## src/rtl/cfgx_pkg.sv

```systemverilog
package cfgx_pkg;

    localparam int ADDR_W = 10;
    localparam int DATA_W = 32;
    localparam int BYTES  = DATA_W / 8;

    // Dword indices of the address map (byte address >> 2)
    localparam logic [ADDR_W-1:0] WIN_LO_BASE = 10'h030; // byte 0x0C0
    localparam logic [ADDR_W-1:0] WIN_LO_END  = 10'h040; // byte 0x100, exclusive
    localparam logic [ADDR_W-1:0] WIN_HI_BASE = 10'h080; // byte 0x200

    typedef enum logic [1:0] {
        RGN_CORE   = 2'd0,
        RGN_WIN_LO = 2'd1,
        RGN_WIN_HI = 2'd2
    } region_e;

    typedef enum logic [1:0] {
        RSP_EMPTY = 2'd0,
        RSP_PULSE = 2'd1,
        RSP_HOLD  = 2'd2
    } rsp_state_e;

endpackage

```

## src/rtl/cfgx_decode.sv

```systemverilog
module cfgx_decode
    import cfgx_pkg::*;
#(
    parameter int LO_REGS = 16,
    parameter int HI_REGS = 8,
    parameter int SLOT_W  = 5
) (
    input  logic [ADDR_W-1:0] addr,
    output region_e           region,
    output logic              hit,
    output logic [SLOT_W-1:0] slot
);

    localparam logic [ADDR_W-1:0] LO_CNT = ADDR_W'(LO_REGS);
    localparam logic [ADDR_W-1:0] HI_CNT = ADDR_W'(HI_REGS);

    logic [ADDR_W-1:0] off_lo;
    logic [ADDR_W-1:0] off_hi;

    assign off_lo = addr - WIN_LO_BASE;
    assign off_hi = addr - WIN_HI_BASE;

    always_comb begin
        region = RGN_CORE;
        hit    = 1'b0;
        slot   = '0;
        if (addr >= WIN_HI_BASE) begin
            region = RGN_WIN_HI;
            if (off_hi < HI_CNT) begin
                hit  = 1'b1;
                slot = SLOT_W'(LO_REGS) + SLOT_W'(off_hi);
            end
        end else if ((addr >= WIN_LO_BASE) && (addr < WIN_LO_END)) begin
            region = RGN_WIN_LO;
            if (off_lo < LO_CNT) begin
                hit  = 1'b1;
                slot = SLOT_W'(off_lo);
            end
        end
    end

endmodule

```

## src/rtl/cfgx_regbank.sv

```systemverilog
module cfgx_regbank
    import cfgx_pkg::*;
#(
    parameter int NUM_REGS = 24,
    parameter int SLOT_W   = 5
) (
    input  logic              clk,
    input  logic              rst,
    input  logic              wr_en,
    input  logic              hit,
    input  logic [SLOT_W-1:0] slot,
    input  logic [BYTES-1:0]  wr_be,
    input  logic [DATA_W-1:0] wr_data,
    output logic [DATA_W-1:0] rd_word
);

    logic [DATA_W-1:0] regs [NUM_REGS];

    for (genvar g = 0; g < NUM_REGS; g++) begin : g_reg
        logic sel;
        assign sel = wr_en && hit && (slot == SLOT_W'(g));
        for (genvar b = 0; b < BYTES; b++) begin : g_byte
            always_ff @(posedge clk) begin
                if (rst) begin
                    regs[g][b*8 +: 8] <= '0;
                end else if (sel && wr_be[b]) begin
                    regs[g][b*8 +: 8] <= wr_data[b*8 +: 8];
                end
            end
        end
    end

    // Read mux sees pre-write contents: read-before-write on a shared cycle
    always_comb begin
        rd_word = '0;
        if (hit) begin
            rd_word = regs[slot];
        end
    end

endmodule

```

## src/rtl/cfgx_rsp_fsm.sv

```systemverilog
module cfgx_rsp_fsm
    import cfgx_pkg::*;
(
    input  logic              clk,
    input  logic              rst,
    input  logic              rd_en,
    input  logic [DATA_W-1:0] rd_word,
    output logic [DATA_W-1:0] rd_data,
    output logic              rd_valid
);

    rsp_state_e state_q;
    rsp_state_e state_d;

    // State register
    always_ff @(posedge clk) begin
        if (rst) begin
            state_q <= RSP_EMPTY;
        end else begin
            state_q <= state_d;
        end
    end

    // Next state
    always_comb begin
        state_d = state_q;
        unique case (state_q)
            RSP_EMPTY: state_d = rd_en ? RSP_PULSE : RSP_EMPTY;
            RSP_PULSE: state_d = rd_en ? RSP_PULSE : RSP_HOLD;
            RSP_HOLD:  state_d = rd_en ? RSP_PULSE : RSP_HOLD;
            default:   state_d = RSP_EMPTY;
        endcase
    end

    // Output data register: loaded on every request, frozen otherwise
    always_ff @(posedge clk) begin
        if (rst) begin
            rd_data <= '0;
        end else if (state_d == RSP_PULSE) begin
            rd_data <= rd_word;
        end
    end

    assign rd_valid = (state_q == RSP_PULSE);

endmodule

```

## src/rtl/cfg_exp_responder.sv

```systemverilog
module cfg_exp_responder
    import cfgx_pkg::*;
#(
    parameter int LO_REGS = 16,
    parameter int HI_REGS = 8
) (
    input  logic              clk,
    input  logic              rst,
    input  logic [9:0]        cfg_addr,
    input  logic              cfg_wr_en,
    input  logic [31:0]       cfg_wr_data,
    input  logic [3:0]        cfg_wr_be,
    input  logic              cfg_rd_en,
    output logic [31:0]       cfg_rd_data,
    output logic              cfg_rd_valid
);

    localparam int NUM_REGS = LO_REGS + HI_REGS;
    localparam int SLOT_W   = (NUM_REGS > 1) ? $clog2(NUM_REGS) : 1;

    region_e           region;
    logic              hit;
    logic [SLOT_W-1:0] slot;
    logic [DATA_W-1:0] rd_word;

    cfgx_decode #(
        .LO_REGS (LO_REGS),
        .HI_REGS (HI_REGS),
        .SLOT_W  (SLOT_W)
    ) u_decode (
        .addr   (cfg_addr),
        .region (region),
        .hit    (hit),
        .slot   (slot)
    );

    cfgx_regbank #(
        .NUM_REGS (NUM_REGS),
        .SLOT_W   (SLOT_W)
    ) u_bank (
        .clk     (clk),
        .rst     (rst),
        .wr_en   (cfg_wr_en && (region != RGN_CORE)),
        .hit     (hit),
        .slot    (slot),
        .wr_be   (cfg_wr_be),
        .wr_data (cfg_wr_data),
        .rd_word (rd_word)
    );

    cfgx_rsp_fsm u_rsp (
        .clk      (clk),
        .rst      (rst),
        .rd_en    (cfg_rd_en),
        .rd_word  (rd_word),
        .rd_data  (cfg_rd_data),
        .rd_valid (cfg_rd_valid)
    );

endmodule

```

## config.mk

```make
export PLATFORM = sky130hd
export DESIGN_NAME = cfg_exp_responder
export DESIGN_NICKNAME = d
export VERILOG_FILES = /design/src/rtl/cfgx_pkg.sv /design/src/rtl/cfgx_decode.sv /design/src/rtl/cfgx_regbank.sv /design/src/rtl/cfgx_rsp_fsm.sv /design/src/rtl/cfg_exp_responder.sv
export SDC_FILE = /design/constraint.sdc
export NUM_CORES = 1
export LEC_CHECK = 0
export BUFFER_PORTS_ARGS = -buffer_cell sky130_fd_sc_hd__buf_2
export CELL_PAD_IN_SITES_DETAIL_PLACEMENT = 0
export CELL_PAD_IN_SITES_GLOBAL_PLACEMENT = 2
export CORE_ASPECT_RATIO = 0.5
export CORE_MARGIN = 2
export CORE_UTILIZATION = 35
export CTS_CLUSTER_SIZE = 16
export DETAILED_ROUTE_END_ITERATION = 12
export MAX_ROUTING_LAYER = met4
export PLACE_DENSITY_LB_ADDON = 0.1
export RECOVER_POWER = 25
export SLEW_MARGIN = 0
export SYNTH_ARGS = -nofsm -noshare
export SYNTH_HDL_FRONTEND = slang
export SYNTH_SLANG_ARGS = --single-unit
```

## constraint.sdc

```tcl
create_clock -name clk -period 3.8 [get_ports clk]
set_input_delay 0.38 -clock clk [delete_from_list [all_inputs] [get_ports clk]]
set_output_delay 0.38 -clock clk [all_outputs]
set_load 0.005 [all_outputs]
```

**Word-level counts from Yosys, hierarchy flattened**

Memories as Yosys holds them, arrays and structs flattened.
Cells that the tools add are included.

- Add/sub/neg operators: 3
- Order comparisons: 5
- Eq/ne operators: 26
- Muxes and demuxes: 400
- Bitwise logic cells: 96
- Reduce and logical (&&, ||, !) cells: 127

Operator list:

| cell | number |
|---|---|
| 8-bit 2-to-1 mux | 96 |
| 1-bit 2-to-1 mux | 296 |
| 1-bit logical AND | 123 |
| 1-bit bitwise OR | 96 |
| 5-bit by 4-bit == test with 1-bit output, second input constant | 8 |
| 5-bit == test, second input constant | 8 |
| 32-bit 2-to-1 mux | 1 |
| 5-bit by 3-bit == test with 1-bit output, second input constant | 4 |
| 5-bit 2-to-1 mux | 4 |
| 5-bit by 2-bit == test with 1-bit output, second input constant | 2 |
| 10-bit by 6-bit greater-or-equal comparator with 1-bit output, second input constant | 1 |
| 10-bit by 8-bit greater-or-equal comparator with 1-bit output, second input constant | 1 |
| 10-bit by 4-bit less-than comparator with 1-bit output, second input constant | 1 |
| 10-bit by 5-bit less-than comparator with 1-bit output, second input constant | 1 |
| 10-bit by 7-bit less-than comparator with 1-bit output, second input constant | 1 |
| 10-bit by 6-bit subtractor with 10-bit output, second input constant | 1 |
| 10-bit by 8-bit subtractor with 10-bit output, second input constant | 1 |
| 5-bit adder, first input constant | 1 |
| 5-bit by 1-bit == test with 1-bit output, second input constant | 1 |
| 5-bit zero test | 1 |
| 2-bit by 1-bit == test with 1-bit output, second input constant | 2 |
| 2-bit 2-to-1 mux | 2 |
| 2-bit case mux with 2 select lines | 1 |
| 2-bit == test, second input constant | 1 |
| other kinds (3) | 3 |

- Register bits after elaboration: 34
- Bits in writable memories: 768
- Input port bits: 50
- Output and inout bits: 33
- Word-level logic and storage cells: 660
- Memories kept: 1

Memory list:

| name | words | bits a word | rd ports | clocked after memory_dff | write ports | RTL line | source |
|---|---|---|---|---|---|---|---|
| u_bank.regs | 24 | 32 | 1 | 0 | 24 | cfgx_regbank.sv:17 | `logic [DATA_W-1:0] regs [NUM_REGS];` |

**Depth between registers and ports, before layout**

Gate-level depths: netlist (run 1).

- Word-level depth: 13
- Mapped depth: 13
- Mapped depth without buffers: 8

**By module**

Synthesis (run 1) repeated with hierarchy kept, for this count alone.

- Cell total of the unflattened synthesis: 2720
- Area, all modules: 37871.3 um2

By module, submodules not included:

| module | times used | cells each | area each (um2) | seq. area each (um2) |
|---|---|---|---|---|
| cfgx_regbank | 1 | 2550 | 36154.7 | 23062.1 |
| cfgx_rsp_fsm | 1 | 150 | 1575.3 | 680.7 |
| cfgx_decode | 1 | 19 | 133.9 | 0.0 |
| cfg_exp_responder | 1 | 1 | 7.5 | 0.0 |

**Worst setup path after synthesis (run 1)**

No wires, ideal clock.

- Path kind: input port to flip-flop
- Start point: input cfg_addr[7]
- End point: memory u_bank.regs[18][0], enable pin
- Library setup time: 0.329 ns
- Arrival time: 2.524 ns
- Data required time: 3.471 ns
- Path slack: 0.948 ns
- Stages on the path: 11
- Path buffers: 3
- Cells stage by stage: inv_1 -> ha_1 -> nand2b_1 -> clkbuf_1 -> a41o_1 -> a21boi_1 -> clkbuf_1 -> nor3_1 -> clkbuf_1 -> nand2_1 -> nand2_1

RTL lines:

| what | RTL line | source |
|---|---|---|
| start: declaration | cfg_exp_responder.sv:9 | `input logic [9:0] cfg_addr,` |
| end: declaration | cfgx_regbank.sv:17 |  |

**Final worst setup path (run 1)**

- Start point: register u_rsp.state_q[0]
- End point: register u_rsp.rd_data[23]

- Word-level cells in the longest chain between the ends: 4
- Elaborated cells between the ends (all ways): 6
- Classes of those cells: eq/ne: 3; mux: 1; reduce/logical: 2

Ends and longest elaborated chain:

| what | RTL line | source |
|---|---|---|
| start: declaration | cfgx_rsp_fsm.sv:12 | `rsp_state_e state_q;` |
| start signal: assignment | cfgx_rsp_fsm.sv:20 | `state_q <= state_d;` |
| 2-bit by 1-bit == test with 1-bit output or 2-bit == test (tied branches) | cfgx_rsp_fsm.sv:27 | `unique case (state_q)` |
| 2-bit OR reduction (no source line) | -- |  |
| 2-bit case mux with 2 select lines * | cfgx_rsp_fsm.sv:27 |  |
| 2-bit by 1-bit == test with 1-bit output * | cfgx_rsp_fsm.sv:39 | `end else if (state_d == RSP_PULSE) begin` |
| end signal: assignment | cfgx_rsp_fsm.sv:40 | `rd_data <= rd_word;` |
| end: declaration | cfgx_rsp_fsm.sv:8 | `output logic [DATA_W-1:0] rd_data,` |

Mark *: on every way between the ends. The rest lies on a longest branch, timed or not.
A chain may end at the register's enable or synchronous reset.

==> run_results.csv, run 1 <==
group,metric,value,unit
outcome,status,"completed",
critical_path,r2r-start,"u_rsp.state_q[0]",
timing,clock.fmax,0.295,GHz
floorplan,core,108000,µm²
timing,worstMarginPinSlew,1.28,ns
logic_synthesis,syn_inst,3093,
detailed_routing,wl_met1,73.4,mm
logic_synthesis,syn_avg_cell_area,12.4,µm²
floorplan,die_h,238,µm
logic_synthesis,synth_ff_type,"edfxtp_1",
clock_tree,cts_buffer_depth,3,
floorplan,start_util,35.5,%
power,vdd_drop_max,0.317,mV
logic_synthesis,syn_area,38400,µm²
power,p_leak,16.4,nW
detailed_routing,drc,0,
job,cap_violations,0,
timing,hold_violations,0,
critical_path,path_max_fanout,10,
critical_path,cp_common_cell,"o21ai_0",
global_route,grt_max_degree,81,
critical_path,arrival,4.02,ns
hold_path,hold_path.class,"primary input to register",
clock_tree,clk_pin_slew,0.07,ns
global_route,grt_pass1_vias,26300,
logic_synthesis,synth_edf_count,768,
clock_tree,cts_setup_buffers,0,
timing,finalClockSkew,0.0312,ns
finish,nets,3203,
clock_tree,cts_tree,"done",
placed_design,dpl_worst_slack,0.193,ns
critical_path,crit_path_end_kind,"register",
placed_design,placed_cells,4502,
floorplan,die_w,472,µm
detailed_routing,routed-via-count,27200,
logic_synthesis,synth_cell_types,79,
clock_tree,root_buffer,"clkbuf_16",
timing,slew_headroom,14.5,%
clock_tree,htreeDepth,3,
timing,rsz0062_at_grt,"no",
critical_path,crit_buf_inv,1,
detailed_routing,wl_met2,65.3,mm
logic_synthesis,yosys_warnings,0,
critical_path,path_cells,"ha_1, nand2b_1, or2_0, a211oi_1, buf_4, o21ai_0, o21ai_0, o211a_1",
critical_path,startpoint_type,"register",
global_route,antenna_found_initial,8,
finish,fillers,10100,
critical_path,r2r_end,"u_rsp.rd_data[23]",
logic_synthesis,async_flop_share,0,%
power,power_density,451,nW/µm²
timing,tns,0,ns
critical_path,worstRegToRegCells,8,
critical_path,crit_path_max_incr_delay,0.81,ns
detailed_routing,routedWlPerCell,32.9,µm
global_route,grt_first_pass_wirelength,214,mm
timing,layout_setup_ws,0.414,ns
global_route,grt_overflow_total,0,
floorplan,num_rows,85,
floorplan,boundaryPins,83,
placed_design,port_buffers,82,
detailed_routing,drt-initial-drc-count,3287,
clock_tree,clk_latency,0.70,ns
critical_path,critPathKind,"register to register",
clock_tree,clock-sinks,802,
logic_synthesis,synth_nets,3148,
detailed_routing,viasPerCell,5.84,
critical_path,cp_num_cells,8,
finish,drive_above_1_share,14.7,%
finish,syn_to_final_growth,14.1,%
timing,setup_violations,0,
timing,maxSlewViolCount,0,
floorplan,dieArea,113000,µm²
detailed_routing,dr.pass1.iters,6,
critical_path,crit_family,"compound AO/OA/AOI/OAI gates",
logic_synthesis,ys_seq_elements,802,
logic_synthesis,ys_seq_area_share,61.8,%
finish,stdcell_count,4653,
critical_path,crit_required,4.43,ns
finish,fin_util,40.5,%
global_route,grtUsageTotal,27.9,%
timing,fin_crit_sh,89.1,%
critical_path,endpoint,"u_rsp.rd_data[23]",
critical_path,reg2reg_slack,0.41,ns
detailed_routing,ant_nets,0,
critical_path,critical_path.startpoint,"u_rsp.state_q[0]",
clock_tree,cts-buffers-inserted,78,
detailed_routing,route.met3.wl,11.8,mm
detailed_routing,routed_wl,153,mm
clock_tree,cts_resized,0,
critical_path,slowest_stage,"a211oi_1",
timing,hold_slack,0.365,ns
placed_design,dp_hpwl,104,mm
detailed_routing,highest_layer,"met4",
placed_design,gp_congestion,0.921,
timing,fin_crit,3.39,ns
[logic make-up (layout without fill, tap and decap cells)]
kind of cell / Yosys count / in the layout / share of synthesized area (%)
DFF: 802 / 802 / 61.8
adders and majority gates: 5 / 5 / 0.163
xor gates and xnor gates: 1 / 1 / 0.0228
muxes: 160 / 160 / 5.42
other: 0 / 6 / 0
and+or+nand+nor: 1230 / 1230 / 18.2
buffers and inverters: 323 / 442 / 3.38
AOI/OAI and AO/OA: 572 / 572 / 11.0
[synth_stat cells (all sizes together), types with 9 or more instances]
| library cell | count | area [µm²] |
|---|---|---|
| o21ai | 72 | 368 |
| nand2 | 163 | 612 |
| a2bb2oi | 17 | 149 |
| a31oi | 13 | 81.3 |
| inv | 16 | 60.1 |
| dfxtp | 34 | 681 |
| o22ai | 49 | 307 |
| nor3 | 44 | 252 |
| o32ai | 13 | 114 |
| o31ai | 20 | 150 |
| nand3 | 15 | 75.1 |
| mux2i | 101 | 1010 |
| edfxtp | 768 | 23100 |
| o221ai | 31 | 272 |
| a211oi | 24 | 180 |
| nor2b | 22 | 138 |
| mux4 | 36 | 811 |
| a21oi | 72 | 360 |
| buf | 80 | 387 |
| a221oi | 9 | 78.8 |
| mux2 | 23 | 259 |
| nand4 | 12 | 81.3 |
| nor4 | 11 | 111 |
| o221a | 14 | 158 |
| a22oi | 15 | 113 |
| and3 | 323 | 2020 |
| o32a | 10 | 100 |
| o211ai | 57 | 433 |
| nor2 | 143 | 557 |
| a21o | 51 | 383 |
| clkbuf | 227 | 852 |
| a41oi | 11 | 96.3 |
| or3 | 21 | 131 |
| a211o | 22 | 193 |
| and2 | 458 | 2870 |
[layout make-up]
class	instances	area (µm²)	area share, %
Antenna cell	6	15.0	0.0343
Multi-Input combinational cell	1968	13500	30.8
Timing Repair Buffer	282	2150	4.92
Tap cell	1435	1800	4.10
Clock buffer	105	2150	4.90
Inverter	16	60.1	0.137
Clock inverter	39	399	0.911
Sequential cell	802	23700	54.2
[routing by layer]
layer | vias up | GRT usage [%]
met1 | 14200 | 41.2
met5 | - | -
li1 | 11800 | -
met4 | 0 | 4.94
met2 | 1028 | 39.8
met3 | 161 | 5.58
[worst register-to-register path: cells and delay by family, from the launching register on]
family | cells | cell delay [ns]
AOI/OAI and AO/OA | 4 | 1.46
adders and majority gates | 1 | 0.19
buffers and inverters | 1 | 0.23
DFF | 1 | 0.34
and+or+nand+nor | 2 | 1.11
[layout by cell type (no fill, tap or decap), drive strengths merged, types with 49 or more instances in the layout]
cell type and count:
mux2i 101, nand2 163, o22ai 49, and2 458
edfxtp 768, o21ai 72, a21oi 72, and3 323
o211ai 57, a21o 51, buf 239, nor2 143
clkbuf 147
[report_power, final]
group,total [W],switching (W),leakage (nW),internal (W)
sequential,0.0102,0.000133,7.56,0.0101
clock,0.00816,0.00364,1.25,0.00453
combinational,0.00140,0.00103,7.63,0.000367
[sequential cells by signal, indices dropped and copies added, names as in the netlist]
register / count
u_rsp.state_q: 2
u_rsp.rd_data: 32
u_bank.regs: 768
[what timing repair did]
action | CTS | global route
hold endpoints to repair | 1 | 0
hold buffers | 1 | 0
endpoints found under the setup margin | 0 | 0
[stage by stage]
step / power (W) / cell area (µm²)
after CTS: 0.0199 / 43900
after detailed placement: 0.0118 / 41400
final: 0.0198 / 43800
after floorplan: 0.0111 / 38400
after global placement: 0.0118 / 41400
after global routing: 0.0203 / 43800
[how the worst min path moves through the flow]
stage | start | end | slack, ns | cells after the start
final | cfg_wr_data[12] | u_bank.regs[10][12] | 0.36 | 2
after global placement | u_rsp.rd_data[12] | u_rsp.rd_data[12] | 0.51 | 2
after detailed placement | u_rsp.rd_data[15] | u_rsp.rd_data[15] | 0.52 | 1
after floorplan | cfg_rd_en | u_rsp.state_q[1] | 0.46 | 1
after global routing | cfg_wr_data[11] | u_bank.regs[5][11] | 0.35 | 2
after CTS | cfg_wr_data[12] | u_bank.regs[2][12] | 0.34 | 2
Note: power is estimated with default switching activity, not from simulation.
==> run 2: changes to the inputs <==
==> constraint.sdc (replaced) <==
create_clock -name clk -period 3.8 [get_ports clk]
set_input_delay 0.38 -clock clk [delete_from_list [all_inputs] [get_ports clk]]
set_output_delay 0.38 -clock clk [all_outputs]
set_load 0.02 [all_outputs]
==> run_results.csv, run 2 (synthesis results as in run 1) <==
group,metric,value,unit
critical_path,crit_required,4.43,ns
critical_path,path_cells,"ha_1, nand2b_1, or2_0, a211oi_1, buf_4, o21ai_0, o21ai_0, o211a_1",
global_route,grtUsageTotal,27.9,%
power,switching_share,24.3,%
power,p_sw,0.00480,W
power,power_density,451,nW/µm²
critical_path,crit_buf_inv,1,
clock_tree,postCtsHoldBufs,1,
clock_tree,cts_tree,"done",
critical_path,crit_family,"compound AO/OA/AOI/OAI gates",
power,p_leak,16.4,nW
detailed_routing,viasPerCell,5.83,
finish,final_cell_mix,"edfxtp_1 (768), and2_1 (444), and3_1 (322)",
timing,slew_headroom,14.0,%
timing,fin_crit_sh,88.8,%
global_route,grt_overflow_total,0,
timing,hold_violations,0,
timing,clock.fmax,0.296,GHz
timing,finalClockSkew,0.0314,ns
floorplan,start_util,35.5,%
placed_design,placed_cells,4502,
detailed_routing,ant_nets,0,
floorplan,dieArea,113000,µm²
critical_path,worstRegToRegCells,8,
critical_path,r2r-start,"u_rsp.state_q[0]",
floorplan,num_rows,85,
critical_path,reg2reg_slack,0.42,ns
critical_path,slowest_stage,"a211oi_1",
job,cap_violations,0,
clock_tree,cts_resized,0,
clock_tree,clock-sinks,802,
power,vdd_drop_max,0.316,mV
global_route,grt_max_degree,81,
timing,setup_violations,0,
finish,nets,3203,
clock_tree,clk_pin_slew,0.07,ns
finish,drive_above_1_share,14.4,%
placed_design,dp_hpwl,104,mm
power,pwr-share-comb,7.1,%
clock_tree,htreeDepth,3,
finish,regMostFlops,"u_bank.regs",
hold_path,hold_path.class,"primary input to register",
finish,largest_reg_flops,768,
power,pwr-share-clk,41.3,%
critical_path,crit_path_max_incr_delay,0.80,ns
floorplan,die_w,472,µm
clock_tree,clk_latency,0.70,ns
floorplan,boundaryPins,83,
detailed_routing,dr.pass1.iters,6,
critical_path,path_max_fanout,10,
detailed_routing,routed_wl,153,mm
critical_path,r2r_end,"u_rsp.rd_data[23]",
power,intPower,0.0150,W
timing,maxSlewViolCount,0,
finish,fillers,10100,
placed_design,placed_area,41400,µm²
hold_path,hold_start,"cfg_wr_data[12]",
critical_path,critPathKind,"register to register",
clock_tree,cts_setup_buffers,0,
outcome,status,"completed",
timing,rsz0062_at_grt,"no",
global_route,grt_pass1_vias,26300,
floorplan,die_h,238,µm
global_route,antenna_found_initial,8,
critical_path,arrival,4.01,ns
power,pwr-share-seq,51.6,%
global_route,grt_first_pass_wirelength,214,mm
detailed_routing,drt-initial-drc-count,3296,
clock_tree,root_buffer,"clkbuf_16",
critical_path,cp_common_cell,"o21ai_0",
timing,worstMarginPinSlew,1.29,ns
clock_tree,cts_buffer_depth,3,
timing,fin_crit,3.38,ns
hold_path,hold_path_depth,2,
hold_path,whs_endpoint,"u_bank.regs[10][12]",
detailed_routing,routed-via-count,27100,
detailed_routing,routedWlPerCell,32.9,µm
placed_design,gp_congestion,0.921,
timing,hold_slack,0.365,ns
clock_tree,cts-buffers-inserted,78,
critical_path,startpoint_type,"register",
floorplan,core,108000,µm²
finish,finalInstanceArea,43800,µm²
detailed_routing,drc,0,
finish,final_common_cell,"edfxtp_1",
finish,syn_to_final_growth,14.0,%
critical_path,crit_path_end_kind,"register",
timing,tns,0,ns
finish,reg_top3,"u_bank.regs: 768 flops, u_rsp.rd_data: 32 flops, u_rsp.state_q: 2 flops",
placed_design,port_buffers,82,
finish,stdcell_count,4653,
run 2: cell count changes in the layout (fill, tap and decap cells not counted):
cell	previous run	this run
buf_2	53	45
clkbuf_1	62	70
run 2: area by class of cell:
type	count	area (µm²)	share of cell area, %
flip-flops and latches	802	23700	54.2
clock buffers	105	2150	4.90
clock inverters	39	399	0.911
multi-input cells	1968	13500	30.8
diodes	6	15.0	0.0343
inverters	16	60.1	0.137
repair buffers	282	2140	4.90
well taps	1435	1800	4.10
run 2: worst max path at each step:
stage,start,end,cells after the start
CTS,u_rsp.state_q[0],u_rsp.rd_data[23],8
global route,cfg_addr[3],u_bank.regs[1][13],8
finish,u_rsp.state_q[0],u_rsp.rd_data[23],8
detailed placement,cfg_addr[9],u_bank.regs[1][25],11
global placement,cfg_addr[9],u_bank.regs[1][25],11
floorplan,cfg_addr[7],u_bank.regs[18][0],11
run 2: metrics by stage:
step                utilization [%]  total power (W)  worst slack, ns
floorplan                         -           0.0111            0.948
global placement               38.3           0.0118            0.180
detailed placement             38.3           0.0118            0.193
CTS                            40.6           0.0199            0.717
global route                   40.5           0.0203            0.304
finish                         40.5           0.0198            0.425
run 2: worst reg2reg max path: cells and delay by family (launching register included):
| family | cells | cell delay (ns) |
|---|---|---|
| AO/OA/AOI/OAI | 4 | 1.46 |
| AND/OR/NAND/NOR | 2 | 1.11 |
| flip-flops | 1 | 0.34 |
| buffers and inverters | 1 | 0.23 |
| adder cells (fa/ha/maj) | 1 | 0.19 |
run 2: metal layers:
| layer | vias up | global-route usage, % | share of wire [%] |
|---|---|---|---|
| li1 | 11800 | - | - |
| met1 | 14200 | 41.2 | 48 |
| met2 | 1022 | 39.8 | 43 |
| met3 | 161 | 5.58 | 7.8 |
| met4 | 0 | 4.94 | 1.7 |
| met5 | - | - | 0 |
run 2: power groups by stage:
stage                     logic, W  clock network (W)  registers (W)
after floorplan           0.000741                  0         0.0103
after global placement     0.00139                  0         0.0104
after detailed placement   0.00140                  0         0.0104
final                      0.00140            0.00816         0.0102
after global routing       0.00147            0.00858         0.0102
after CTS                  0.00141            0.00825         0.0102
